<file path="src/rtl/gpio_pkg.sv">
package gpio_pkg;
    localparam int ADDR_W = 4;

    typedef enum logic [ADDR_W-1:0] {
        REG_DIR      = 4'd0,
        REG_DOUT     = 4'd1,
        REG_DOUT_SET = 4'd2,
        REG_DOUT_CLR = 4'd3,
        REG_DIN      = 4'd4,
        REG_RISE     = 4'd5,
        REG_FALL     = 4'd6,
        REG_LOW      = 4'd7,
        REG_HIGH     = 4'd8,
        REG_IEN_SET  = 4'd9,
        REG_IEN_CLR  = 4'd10,
        REG_STAT     = 4'd11
    } gpio_reg_e;
endpackage

</file>
<file path="src/rtl/gpio_pad_sync.sv">
module gpio_pad_sync #(
    parameter int W      = 32,
    parameter int STAGES = 2
) (
    input  logic         clk,
    input  logic         rst_n,
    input  logic [W-1:0] async_i,
    output logic [W-1:0] sync_o
);
    logic [W-1:0] stage_d [STAGES];
    logic [W-1:0] stage_q [STAGES];

    always_comb begin
        stage_d[0] = async_i;
        for (int i = 1; i < STAGES; i++) begin
            stage_d[i] = stage_q[i-1];
        end
    end

    generate
        for (genvar g = 0; g < STAGES; g++) begin : g_stage
            always_ff @(posedge clk or negedge rst_n) begin
                if (!rst_n) stage_q[g] <= '0;
                else        stage_q[g] <= stage_d[g];
            end
        end
    endgenerate

    assign sync_o = stage_q[STAGES-1];
endmodule

</file>
<file path="src/rtl/gpio_event_detect.sv">
module gpio_event_detect #(
    parameter int N            = 32,
    parameter int QUIET_CYCLES = 5
) (
    input  logic         clk,
    input  logic         rst_n,
    input  logic [N-1:0] pins_i,
    input  logic [N-1:0] rise_en_i,
    input  logic [N-1:0] fall_en_i,
    input  logic [N-1:0] low_en_i,
    input  logic [N-1:0] high_en_i,
    input  logic         cfg_wr_i,
    input  logic [N-1:0] clr_mask_i,
    output logic [N-1:0] status_o
);
    localparam int CW = $clog2(QUIET_CYCLES + 1);

    typedef struct packed {
        logic [N-1:0]  status;
        logic [N-1:0]  prev;
        logic [CW-1:0] quiet;
    } det_s;

    det_s st_d, st_q;
    logic [N-1:0] raw_evt;
    logic [N-1:0] evt;

    always_comb begin
        raw_evt = (rise_en_i & pins_i & ~st_q.prev)
                | (fall_en_i & ~pins_i & st_q.prev)
                | (low_en_i & ~pins_i)
                | (high_en_i & pins_i);
        evt = (st_q.quiet == '0) ? raw_evt : '0;

        st_d        = st_q;
        st_d.prev   = pins_i;
        st_d.status = (st_q.status & ~clr_mask_i) | evt;
        if (cfg_wr_i) begin
            st_d.quiet = CW'(QUIET_CYCLES);
        end else if (st_q.quiet != '0) begin
            st_d.quiet = st_q.quiet - 1'b1;
        end
    end

    always_ff @(posedge clk or negedge rst_n) begin
        if (!rst_n) st_q <= '0;
        else        st_q <= st_d;
    end

    assign status_o = st_q.status;


    quiet_blocks_events_chk: assert property (@(posedge clk) disable iff (!rst_n)
        (st_q.quiet != '0) |=> ((st_q.status & ~$past(st_q.status)) == '0));


    w1c_clears_chk: assert property (@(posedge clk) disable iff (!rst_n)
        (clr_mask_i != '0) |=> ((st_q.status & $past(clr_mask_i) & ~$past(evt)) == '0));


    status_sticky_chk: assert property (@(posedge clk) disable iff (!rst_n)
        (clr_mask_i == '0) |=> ((st_q.status & $past(st_q.status)) == $past(st_q.status)));
endmodule

</file>
<file path="src/rtl/gpio_irq_bank.sv">
module gpio_irq_bank
    import gpio_pkg::*;
#(
    parameter int NPINS        = 32,
    parameter int SYNC_STAGES  = 2,
    parameter int QUIET_CYCLES = 5
) (
    input  logic              clk,
    input  logic              rst_n,
    input  logic [ADDR_W-1:0] addr,
    input  logic              wr_en,
    input  logic [NPINS-1:0]  wr_data,
    output logic [NPINS-1:0]  rd_data,
    input  logic [NPINS-1:0]  pad_in,
    output logic [NPINS-1:0]  pad_out,
    output logic [NPINS-1:0]  pad_oe,
    output logic              irq
);
    typedef struct packed {
        logic [NPINS-1:0] dir;
        logic [NPINS-1:0] dout;
        logic [NPINS-1:0] rise;
        logic [NPINS-1:0] fall;
        logic [NPINS-1:0] low;
        logic [NPINS-1:0] high;
        logic [NPINS-1:0] ien;
    } regs_s;

    regs_s            r_d, r_q;
    logic             cfg_wr;
    logic [NPINS-1:0] clr_mask;
    logic [NPINS-1:0] din_sync;
    logic [NPINS-1:0] status;

    gpio_pad_sync #(.W(NPINS), .STAGES(SYNC_STAGES)) sync_i (
        .clk     (clk),
        .rst_n   (rst_n),
        .async_i (pad_in),
        .sync_o  (din_sync)
    );

    gpio_event_detect #(.N(NPINS), .QUIET_CYCLES(QUIET_CYCLES)) detect_i (
        .clk        (clk),
        .rst_n      (rst_n),
        .pins_i     (din_sync),
        .rise_en_i  (r_q.rise),
        .fall_en_i  (r_q.fall),
        .low_en_i   (r_q.low),
        .high_en_i  (r_q.high),
        .cfg_wr_i   (cfg_wr),
        .clr_mask_i (clr_mask),
        .status_o   (status)
    );

    always_comb begin
        r_d      = r_q;
        cfg_wr   = 1'b0;
        clr_mask = '0;
        if (wr_en) begin
            case (gpio_reg_e'(addr))
                REG_DIR:      r_d.dir  = wr_data;
                REG_DOUT:     r_d.dout = wr_data;
                REG_DOUT_SET: r_d.dout = r_q.dout | wr_data;
                REG_DOUT_CLR: r_d.dout = r_q.dout & ~wr_data;
                REG_RISE: begin r_d.rise = wr_data; cfg_wr = 1'b1; end
                REG_FALL: begin r_d.fall = wr_data; cfg_wr = 1'b1; end
                REG_LOW:  begin r_d.low  = wr_data; cfg_wr = 1'b1; end
                REG_HIGH: begin r_d.high = wr_data; cfg_wr = 1'b1; end
                REG_IEN_SET:  r_d.ien  = r_q.ien | wr_data;
                REG_IEN_CLR:  r_d.ien  = r_q.ien & ~wr_data;
                REG_STAT:     clr_mask = wr_data;
                default: ;
            endcase
        end
    end

    always_comb begin
        case (gpio_reg_e'(addr))
            REG_DIR:                              rd_data = r_q.dir;
            REG_DOUT, REG_DOUT_SET, REG_DOUT_CLR: rd_data = r_q.dout;
            REG_DIN:                              rd_data = din_sync;
            REG_RISE:                             rd_data = r_q.rise;
            REG_FALL:                             rd_data = r_q.fall;
            REG_LOW:                              rd_data = r_q.low;
            REG_HIGH:                             rd_data = r_q.high;
            REG_IEN_SET, REG_IEN_CLR:             rd_data = r_q.ien;
            REG_STAT:                             rd_data = status;
            default:                              rd_data = '0;
        endcase
    end

    always_ff @(posedge clk or negedge rst_n) begin
        if (!rst_n) begin
            r_q     <= '0;
            r_q.dir <= '1;
        end else begin
            r_q <= r_d;
        end
    end

    assign pad_oe  = ~r_q.dir;
    assign pad_out = r_q.dout;
    assign irq     = |(status & r_q.ien);


    dir_inverted_chk: assert property (@(posedge clk) disable iff (!rst_n)
        (wr_en && addr == REG_DIR) |=> (pad_oe == ~$past(wr_data)));


    dout_set_chk: assert property (@(posedge clk) disable iff (!rst_n)
        (wr_en && addr == REG_DOUT_SET) |=> ((pad_out & $past(wr_data)) == $past(wr_data)));


    dout_clr_chk: assert property (@(posedge clk) disable iff (!rst_n)
        (wr_en && addr == REG_DOUT_CLR) |=> ((pad_out & $past(wr_data)) == '0));


    ien_set_chk: assert property (@(posedge clk) disable iff (!rst_n)
        (wr_en && addr == REG_IEN_SET) |=> (r_q.ien == ($past(r_q.ien) | $past(wr_data))));
endmodule

</file>
<file path="config.mk">
export PLATFORM = sky130hd
export DESIGN_NAME = gpio_irq_bank
export DESIGN_NICKNAME = d
export VERILOG_FILES = /design/src/rtl/gpio_pkg.sv /design/src/rtl/gpio_pad_sync.sv /design/src/rtl/gpio_event_detect.sv /design/src/rtl/gpio_irq_bank.sv
export SDC_FILE = /design/constraint.sdc
export NUM_CORES = 1
export LEC_CHECK = 0
export ABC_AREA = 1
export BUFFER_PORTS_ARGS = -buffer_cell sky130_fd_sc_hd__buf_2
export CAP_MARGIN = 20
export CORE_MARGIN = 2
export CORE_UTILIZATION = 60
export CTS_CLUSTER_SIZE = 14
export DETAILED_ROUTE_END_ITERATION = 8
export HOLD_SLACK_MARGIN = 0.15
export PLACE_DENSITY_LB_ADDON = 0.15
export SLEW_MARGIN = 20
export SYNTH_ARGS = -nofsm -noshare
export SYNTH_HDL_FRONTEND = slang
export SYNTH_SLANG_ARGS = --single-unit
</file>
<file path="constraint.sdc">
create_clock -name clk -period 2.2 [get_ports clk]
set_input_delay 0 -clock clk [delete_from_list [all_inputs] [get_ports clk]]
set_output_delay 0 -clock clk [all_outputs]
set_load 0.01 [all_outputs]
</file>
==> results.md, run 1 <==
* Status: finished clean
* Combinational Power Share at 19.7%
* # diodes at 0
* CP Max Fanout at 14
* Pwr dens at 984 nW/µm²
* DRT antenna net count at 0
* Yosys cell types at 24
* Crit path kind: in -> out
* DRT Wirelength at 54,200 µm
* CP Launch Type: input pin
* FF+latch count, synth at 355
* Placeable Area at 26,900 µm²
* Clk_lat worst skew at 0.54 ns
* Sequential fraction of the synthesis area at 54.5%
* Top FF cell, synth: dfrtp_1
* Least-Margin Pin Slew at 0.653 ns
* Die Area at 28,600 µm²
* Critical path data required time at 2.20 ns
* GRT met1 Usage at 48.3%
* Layout cells sized above 1 at 15.3%
* Area Overhead vs Synth at 21.5%
* Setup ws final at 0.0746 ns
* Hold Path Class: in -> reg
* WHS at 0.274 ns
* Global route total overflow at 0
* Overall Global Routing Usage at 38.1%
* VDD IR max at 0.000710 V
* Top post-synthesis cells by count: nand2_1, dfrtp_1, nand3_1
* RSZ-0062 raised after global routing: no
* Element type at the critical path end: output pin
* Max-cap viol count at 0
* Fin Clk Skew at 0.0260 ns
* First-pass GRT wire length at 84,800 µm
* Final period util at 96.6%
* Largest net degree at the start of global routing at 96
* Int Power at 13.5 mW
* Port bufs at 167
* Final Max Slew Viols at 0
* Synthesized cell area at 16,400 µm²
* Crit-path cells: dlygate4sd3_1 -> buf_2 -> inv_2 -> nand2_1 -> nand2_1 -> nand2_1 -> inv_2 -> buf_4 -> nand2_1 -> nand3_1 -> buf_2
* Met2 usage at 60.9%
* Min cycle time layout at 2.13 ns
* Synthesized instance count at 1,989
* Post-Route Setup TNS at 0 ns
* Top cells by area, synth: dfrtp_1, nand2_1, nand3_1
* Crit path DAT at 2.13 ns
* Post-synth top area cell: dfrtp_1
* GR peak layer: met2
* Synthesized area per cell at 8.23 µm²
* Seq. cell area at 8920 µm²
* Vias in the first global route at 15,916
* Met3 Track Usage GR at 8.33%
* Sequential power share at 45.6%
* Drt first-iter violations at 2,009
* Initial antenna violation count at 1
* Post-cts gate resize count at 0
* Clock root buffer: clkbuf_16
* IO Count at 168
* Fillcell total at 1,981
* DP HPWL at 31,600 µm
* Clk slew on worst S/H paths at 0.06 ns
* Most common cell on crit path: nand2_1
* Switching share of power at 30.9%
* DR pass1 iterations at 6
* P_leak at 9.75 nW
* Row Count at 60
* Top-area cell type share of the netlist area at 49.4%
* Psw at 6.04 mW
* Top-count cell post-synth: nand2_1
* H-tree level count at 2
* CP peak stage delay at 0.54 ns
* Crit path max-delay cell type: dlygate4sd3_1
* Die width at 169 µm
* Post-Place Setup Slack at 0.537 ns
* Area of the multi-input gates at 6100 µm²
* Final setup viols at 0
* Routed via count at 15,825
* RePlAce Congestion at 0.898
* Layout net count at 2,290
* Yosys warns at 0
* Clock tree sinks at 355
* CTS tree: done
* CTS Buf Count at 38
* Power share of the clock group at 34.8%
* Mean routed wirelength per cell at 20.9 µm
* Slew headroom at 56.4%
* Post-synth ARST share at 100%
* Post-synth EDFFs at 0
* Die Y at 169 µm
* Highest clock rate at 471 MHz
* Initial Util at 60.9%
* DRC at 0
* DR vias/cell at 6.12
* Syn_nets at 2,062
* Final Hold Viols at 0
* Clk buf depth at 3
-- worst paths after layout --
check                                                  start                               to  slack [ns]  cells after the start
worst max register to register  detect_i.st_q[0]$_DFFE_PN0P_  detect_i.status_o[24]$_DFF_PN0_        0.51                      9
min in group asynchronous                              rst_n       sync_i.sync_o[0]$_DFF_PN0_        0.59                      3
worst min register to register  sync_i.stage_d[19]$_DFF_PN0_      sync_i.sync_o[19]$_DFF_PN0_        0.35                      0
worst min-delay path                              wr_data[1]             r_q[193]$_DFFE_PN1P_        0.27                      4
worst max-delay path                                 addr[1]                      rd_data[31]        0.07                     11
max in group asynchronous                              rst_n             r_q[210]$_DFFE_PN1P_        0.79                      4
-- routing by layer --
metal	part of all wire [%]	up-vias	wire, µm
met5	0	-	0
met4	5.7	0	3100
met3	11	245	5800
met2	46	1049	25100
met1	37	7515	20200
li1	-	7016	-
-- what timing repair did --
| item | CTS | global route |
|---|---|---|
| setup buffers | 0 | 0 |
| endpoints found under the setup margin | 0 | 0 |
| endpoints found under the hold margin | 629 | 0 |
| hold buffers | 106 | 0 |
-- logic make-up (layout without fill, tap and decap cells) --
family	Yosys count	in the layout	share of synthesized area [%]
compound gates	390	390	12.9
xor+xnor	2	2	0.107
fa+ha+maj	2	2	0.153
buf+inv	322	579	8.45
flops	355	355	54.5
simple gates	918	918	23.9
-- through the flow --
stage                     total power, mW  area, µm²  instances  utilization (%)
after floorplan                      11.1      16400       1989                -
after global placement               12.4      17500       2412             65.1
after detailed placement             12.5      17500       2412             65.1
after CTS                            19.5      19900       2587             74.0
after global routing                 20.5      19900       2587             74.0
final                                19.6      19900       2587             74.0
-- layout make-up --
class                           instances  share of cell area [%]
Multi-Input combinational cell       1312                    30.7
Inverter                              178                    3.36
Tap cell                              341                    2.15
Sequential cell                       355                    44.9
Clock buffer                           56                    5.47
Clock inverter                         13                    1.18
Timing Repair Buffer                  332                    12.3
-- placed cells by master (no fill, tap or decap), types with 32 or more instances in the layout --
cell type,Yosys,final
nand3_1,266,264
o22ai_1,64,64
dfstp_2,32,32
o21ai_1,89,89
o211ai_1,33,33
dlygate4sd3_1,0,106
nand2_1,529,529
o21ai_0,139,139
clkbuf_16,0,38
buf_4,32,51
buf_2,43,166
a21oi_1,65,65
inv_1,168,168
nor2_1,79,76
dfrtp_1,323,323
-- registers in the layout, summed over array words and instances (netlist names), named ones only --
| signal | flops |
|---|---|
| detect_i.st_q | 35 |
| detect_i.status_o | 32 |
| pad_out | 32 |
| r_q | 160 |
| sync_i.stage_d | 32 |
| sync_i.sync_o | 32 |
-- power groups by stage --
stage	Combinational, mW	Sequential [mW]	Clock [mW]
after floorplan	2.46	8.65	0
after global placement	3.47	8.93	0
after detailed placement	3.58	8.97	0
after CTS	3.77	8.88	6.86
after global routing	4.30	9.05	7.12
final	3.85	8.93	6.80
-- worst max-delay path: cells and delay by family --
kind / cells / cell delay [ns]
buffers and inverters: 6 / 1.62
and+or+nand+nor: 5 / 0.50
No activity file was read; power rests on OpenSTA's default activity.
==> inputs of run 2 (changes only) <==
--- a/config.mk
+++ b/config.mk
@@ -7,7 +7,8 @@
 export LEC_CHECK = 0
 export ABC_AREA = 1
 export BUFFER_PORTS_ARGS = -buffer_cell sky130_fd_sc_hd__buf_2
-export CAP_MARGIN = 20
+export CAP_MARGIN = 30
+export CORE_ASPECT_RATIO = 1.5
 export CORE_MARGIN = 2
 export CORE_UTILIZATION = 60
 export CTS_CLUSTER_SIZE = 14
@@ -18,3 +19,4 @@
 export SYNTH_ARGS = -nofsm -noshare
 export SYNTH_HDL_FRONTEND = slang
 export SYNTH_SLANG_ARGS = --single-unit
+export TNS_END_PERCENT = 5
==> results.md, run 2 (same netlist as run 1, synthesis figures left out) <==
* Hold Path Class: in -> reg
* Element type at the critical path end: output pin
* Most common cell after layout, fill and taps aside: nand2_1
* Initial Util at 60.5% (-0.36 points)
* Die width at 139 µm (-18%)
* Most common cell on crit path: nand2_1
* DP HPWL at 32,100 µm (+1.6%)
* DR vias/cell at 6.10 (-0.32%)
* Most flop-heavy register: r_q
* Int Power at 13.0 mW (-4.2%)
* Area of the multi-input gates at 6100 µm² (unchanged)
* Final Cell Area at 19,800 µm² (-0.57%)
* Area Overhead vs Synth at 20.8%
* VDD IR max at 0.000854 V (+20%)
* Final period util at 96.3% (-0.29 points)
* Min cycle time layout at 2.12 ns (-0.00637 ns)
* First-pass GRT wire length at 82,500 µm (-2.7%)
* Top Registers: r_q (160), detect_i.st_q (35)
* Final Hold Viols at 0 (unchanged)
* Final core utilization at 73.1% (-0.86 points)
* Sequential power share at 47.2% (+1.6 points)
* Crit path max-delay cell type: dlygate4sd3_1
* DRC at 0 (unchanged)
* Cell type group with the largest total delay on the critical path: buffers and inverters
* Drt first-iter violations at 1,475 (-27%)
* Worst hold path depth at 6 (+2)
* Worst R2R Setup Slack at 0.51 ns (about the same)
* CP Max Fanout at 13 (-1)
* Die Y at 206 µm (+22%)
* Overall Global Routing Usage at 36.8% (-1.4 points)
* Switching share of power at 31.2% (+0.32 points)
* Buf/Inv on CP at 7 (+1)
* Global route total overflow at 0 (unchanged)
* DRT Wirelength at 53,000 µm (-2.2%)
* Psw at 5.88 mW (-2.7%)
* Highest clock rate at 472 MHz (+0.30%)
* Critical path data required time at 2.20 ns (about the same)
* P_leak at 9.67 nW (-0.78%)
* Layout cells sized above 1 at 15.1% (-0.21 points)
* CP peak stage delay at 0.58 ns (+0.04 ns)
* CTS tree: done
* RSZ-0062 raised after global routing: no
* Vias in the first global route at 15,690 (-1.4%)
* Clk slew on worst S/H paths at 0.06 ns (about the same)
* Clk_lat worst skew at 0.53 ns (about the same)
* Combinational Power Share at 20.2% (+0.5 points)
* DR pass1 iterations at 6 (unchanged)
* Seq. cell area at 8920 µm² (unchanged)
* Crit-path cells: dlygate4sd3_1 -> clkbuf_4 -> inv_2 -> nand2_1 -> nand2_1 -> nand2_1 -> buf_4 -> inv_6 -> buf_12 -> nand2_1 -> nand3_1 -> buf_2
* Layout net count at 2,285 (-0.22%)
* Post-Route Setup TNS at 0 ns (unchanged)
* Crit path kind: in -> out
* Clock root buffer: clkbuf_16
* Least-Margin Pin Slew at 0.748 ns (+0.0943 ns)
* R2R Path End: detect_i.status_o[5]$_DFF_PN0_
* Most frequent cells in the layout: nand2_1, dfrtp_1, nand3_1, inv_1, buf_2
* Fin Clk Skew at 0.00828 ns (-0.0177 ns)
* RePlAce Congestion at 0.900 (+0.26%)
* Row Count at 74 (+23%)
* Mean routed wirelength per cell at 20.5 µm (-1.9%)
* Critical hold path startpoint: addr[2]
* Status: finished clean
* CP Launch Type: input pin
* Crit path DAT at 2.12 ns (about the same)
* R2r worst-path depth at 9 (unchanged)
* DRT antenna net count at 0 (unchanged)
* Port bufs at 167 (unchanged)
* Max-cap viol count at 0 (unchanged)
* Clock tree sinks at 355 (unchanged)
* Worst reg2reg path startpoint: detect_i.st_q[0]$_DFFE_PN0P_
* Die Area at 28,600 µm² (about the same)
* Final Max Slew Viols at 0 (unchanged)
* CTS Buf Count at 35 (-7.9%)
* Post-Place Cells at 2,412 (unchanged)
* Clk buf depth at 3 (unchanged)
* Tot Pwr at 18.8 mW (-3.7%)
* Dpl cell area at 17,500 µm² (+0.18%)
* Slew headroom at 50.2% (-6.3 points)
* H-tree level count at 2 (unchanged)
* Max FFs per register at 160 (unchanged)
* Power share of the clock group at 32.6% (-2.2 points)
* Fillcell total at 2,098 (+5.9%)
* Routed via count at 15,731 (-0.59%)
* Final setup viols at 0 (unchanged)
* Initial antenna violation count at 1 (unchanged)
* Pwr dens at 953 nW/µm² (-3.2%)
* Placeable Area at 27,000 µm² (+0.60%)
* Non-Filler Instances at 2,580 (-0.27%)
* IO Count at 168 (unchanged)
* Largest net degree at the start of global routing at 96 (unchanged)
* Postcts setup bufs at 0 (unchanged)
[run 2: layer usage]
metal / wire length (µm) / track usage [%] / vias up
li1: - / - / 6997
met1: 19000 / 45.5 / 7497
met2: 25500 / 60.9 / 1000
met3: 5430 / 6.63 / 237
met4: 3070 / 21.6 / 0
met5: 0 / 0 / -
[run 2: timing repair]
action	in CTS	in global routing
gates resized for setup	0	4
hold endpoints to repair	620	0
setup endpoints to repair	0	21
hold buffers	104	0
[run 2: how the worst max path moves through the flow]
stage	slack [ns]	cells past startpoint	to	start
3_3_place_gp	0.52	8	r_q[35]$_DFFE_PN0P_	addr[3]
6_report	0.08	12	rd_data[16]	addr[0]
4_1_cts	0.009	11	rd_data[16]	addr[0]
2_1_floorplan	0.79	9	detect_i.status_o[10]$_DFF_PN0_	detect_i.st_q[0]$_DFFE_PN0P_
3_5_place_dp	0.49	8	r_q[48]$_DFFE_PN0P_	addr[3]
5_1_grt	0.02	12	rd_data[16]	addr[0]
[run 2: power groups by stage]
stage	Sequential [mW]	Clock [mW]	Combinational (mW)
after floorplan	8.65	0	2.46
after global placement	8.93	0	3.47
after detailed placement	8.97	0	3.58
after CTS	8.87	6.18	3.76
after global routing	9.03	6.42	4.26
final	8.90	6.14	3.80
[run 2: cell type report]
| cell class | count | area share, % |
|---|---|---|
| repair buffers | 330 | 12.6 |
| multi-input cells | 1312 | 30.8 |
| flip-flops and latches | 355 | 45.1 |
| inverters | 178 | 3.40 |
| diodes | 1 | 0.0127 |
| clock buffers | 55 | 5.43 |
| well taps | 342 | 2.16 |
| clock inverters | 7 | 0.449 |
[run 2: per-stage QoR]
stage / setup slack (ns) / hold slack (ns)
floorplan: 0.787 / -0.296
global placement: 0.518 / 0.0504
detailed placement: 0.490 / 0.0567
CTS: 0.00862 / 0.160
global route: 0.0189 / 0.241
finish: 0.0810 / 0.231
[run 2: worst min-delay path, stage by stage]
cell and delay [ns]:
buf_2 0.19, nor2_4 0.06, nand2_1 0.20, nor2_2 0.14
nand3_1 0.09, nand2_1 0.04
==> inputs of run 3 (changes only) <==
--- a/config.mk
+++ b/config.mk
@@ -14,7 +14,7 @@
 export CTS_CLUSTER_SIZE = 14
 export DETAILED_ROUTE_END_ITERATION = 8
 export HOLD_SLACK_MARGIN = 0.15
-export PLACE_DENSITY_LB_ADDON = 0.15
+export PLACE_DENSITY = 0.81
 export SLEW_MARGIN = 20
 export SYNTH_ARGS = -nofsm -noshare
 export SYNTH_HDL_FRONTEND = slang
==> results.md, run 3 (same netlist as run 1, synthesis figures left out) <==
* Status: finished clean
* DR pass1 iterations at 7 (+1)
* Highest clock rate at 469 MHz (-0.55%)
* Sink of the worst hold path: pad_out[2]$_DFFE_PN0P_
* DP HPWL at 32,100 µm (-0.21%)
* Routed via count at 15,964 (+1.5%)
* Element type at the critical path end: flop
* DRT antenna net count at 0 (unchanged)
* CP Launch Type: input pin
* Vias in the first global route at 16,072 (+2.4%)
* Tot Pwr at 18.6 mW (-1.1%)
* Pwr dens at 944 nW/µm² (-0.93%)
* Worst reg2reg path startpoint: detect_i.st_q[0]$_DFFE_PN0P_
* Port bufs at 167 (unchanged)
* RSZ-0062 raised after global routing: yes
* Drt first-iter violations at 1,719 (+17%)
* Combinational Power Share at 20.7% (+0.5 points)
* RePlAce Congestion at 0.907 (+0.81%)
* Max-cap viol count at 0 (unchanged)
* Sequential power share at 47.8% (+0.6 points)
* Largest net degree at the start of global routing at 69 (-28%)
* Int Power at 12.7 mW (-2.2%)
* Die Area at 28,600 µm² (unchanged)
* Worst hold path depth at 5 (-1)
* DRT Wirelength at 53,100 µm (+0.26%)
* First-pass GRT wire length at 83,100 µm (+0.67%)
* Crit path DAT at 2.60 ns (+0.48 ns)
* Fin Clk Skew at 0.0206 ns (+0.0124 ns)
* Clk slew on worst S/H paths at 0.07 ns (about the same)
* Clk_lat worst skew at 0.53 ns (about the same)
* Critical path data required time at 2.67 ns (+0.47 ns)
* R2R Path End: detect_i.status_o[12]$_DFF_PN0_
* Die Y at 206 µm (unchanged)
* Most flop-heavy register: r_q
* Worst R2R Setup Slack at 0.44 ns (-0.07 ns)
* Global route total overflow at 0 (unchanged)
* Final Max Slew Viols at 0 (unchanged)
* Slew headroom at 61.7% (+12 points)
* IO Count at 168 (unchanged)
* Final setup viols at 0 (unchanged)
* Final Hold Viols at 0 (unchanged)
* Fillcell total at 1,957 (-6.7%)
* Critical hold path startpoint: addr[3]
* Layout cells sized above 1 at 15.2% (+0.13 points)
* VDD IR max at 0.000852 V (-0.26%)
* Placeable Area at 27,000 µm² (unchanged)
* Mean routed wirelength per cell at 20.6 µm (+0.18%)
* Clock root buffer: clkbuf_16
* P_leak at 9.65 nW (-0.20%)
* Layout net count at 2,287 (+0.088%)
* Most frequent cells in the layout: nand2_1, dfrtp_1, nand3_1, inv_1, buf_2
* DR vias/cell at 6.18 (+1.4%)
* Hold Path Class: in -> reg
* Initial antenna violation count at 2 (+1)
* Crit path kind: in -> reg
* Psw at 5.96 mW (+1.3%)
* CTS Buf Count at 35 (unchanged)
* Most common cell after layout, fill and taps aside: nand2_1
* Top Registers: r_q (160), detect_i.st_q (35)
* Power share of the clock group at 31.5% (-1.1 points)
* H-tree level count at 2 (unchanged)
* Final period util at 96.8% (+0.53 points)
* Initial Util at 60.5% (unchanged)
* R2r worst-path depth at 9 (unchanged)
* CTS tree: done
* CP Max Fanout at 26 (+13)
* Clk buf depth at 3 (unchanged)
* Clock tree sinks at 355 (unchanged)
* Switching share of power at 32.0% (+0.76 points)
* Min cycle time layout at 2.13 ns (+0.0116 ns)
* DRC at 0 (unchanged)
* Max FFs per register at 160 (unchanged)
* Row Count at 74 (unchanged)
* Least-Margin Pin Slew at 0.575 ns (-0.173 ns)
* Final core utilization at 73.0% (-0.13 points)
* Die width at 139 µm (unchanged)
* Overall Global Routing Usage at 36.8% (+0.083 points)
* Area Overhead vs Synth at 20.6%
==> run 3: cell count changes in the layout (fill, tap and decap cells not counted), sizes merged <==
cell / previous run / this run
buf: 224 / 228
bufinv: 2 / 1
clkbuf: 57 / 50
clkinv: 4 / 6
clkinvlp: 0 / 3
diode: 1 / 2
==> run 3: power by group through the flow <==
stage	registers, mW	logic [mW]	clock network (mW)
floorplan	8.65	2.46	0
global placement	8.91	3.45	0
detailed placement	8.96	3.59	0
CTS	8.87	3.77	5.88
global route	9.05	4.27	6.14
finish	8.91	3.86	5.87
==> run 3: routing by layer <==
| layer | vias to the layer above | share of wire [%] | global-route usage [%] |
|---|---|---|---|
| met2 | 1199 | 47 | 60.4 |
| met4 | 0 | 7.7 | 25.4 |
| met1 | 7448 | 34 | 43.4 |
| met5 | - | 0 | 0 |
| li1 | 6988 | - | - |
| met3 | 329 | 11 | 8.29 |
==> run 3: worst max path at each step <==
stage	startpoint	to	slack, ns	cells past startpoint
after floorplan	detect_i.st_q[0]$_DFFE_PN0P_	detect_i.status_o[10]$_DFF_PN0_	0.79	9
after global placement	detect_i.st_q[0]$_DFFE_PN0P_	detect_i.status_o[0]$_DFF_PN0_	0.68	9
after detailed placement	detect_i.st_q[0]$_DFFE_PN0P_	detect_i.status_o[21]$_DFF_PN0_	0.54	9
after CTS	addr[1]	rd_data[31]	0.07	9
after global routing	addr[1]	rd_data[16]	-0.02	11
final	addr[1]	flop	0.07	11
==> run 3: metrics by stage <==
stage | hold WS (ns) | instance area (µm²) | setup TNS, ns | setup slack, ns | std cells
3_5_place_dp | 0.00513 | 17600 | 0 | 0.541 | 2411
4_1_cts | 0.154 | 19700 | 0 | 0.0685 | 2576
2_1_floorplan | -0.296 | 16400 | 0 | 0.787 | 1989
6_report | 0.192 | 19700 | 0 | 0.0694 | 2582
5_1_grt | 0.190 | 19700 | -0.0265 | -0.0158 | 2582
3_3_place_gp | 0.00406 | 17600 | 0 | 0.678 | 2411
==> run 3: cell type report <==
type,count,area (µm²),share of cell area [%]
Antenna cell,2,5.00,0.0254
Clock buffer,50,1000,5.08
Clock inverter,11,91.3,0.463
Inverter,178,671,3.40
Multi-Input combinational cell,1312,6100,30.9
Sequential cell,355,8920,45.2
Tap cell,342,428,2.17
Timing Repair Buffer,332,2520,12.8
==> run 3: worst max-delay path, stage by stage <==
cell and delay (ns):
dlygate4sd3_1 0.56, buf_2 0.18, inv_2 0.09, nand2_1 0.10
nand2_1 0.10, nand2_1 0.18, nor2_2 0.38, buf_12 0.27
nand3_1 0.10, dlygate4sd3_1 0.57, nand2_1 0.06
==> run 3: what timing repair did <==
item / CTS / global route
hold buffers: 104 / 0
endpoints found under the hold margin: 618 / 0
gates resized for setup: 0 / 1
buffers inserted: 0 / 4
endpoints found under the setup margin: 0 / 11
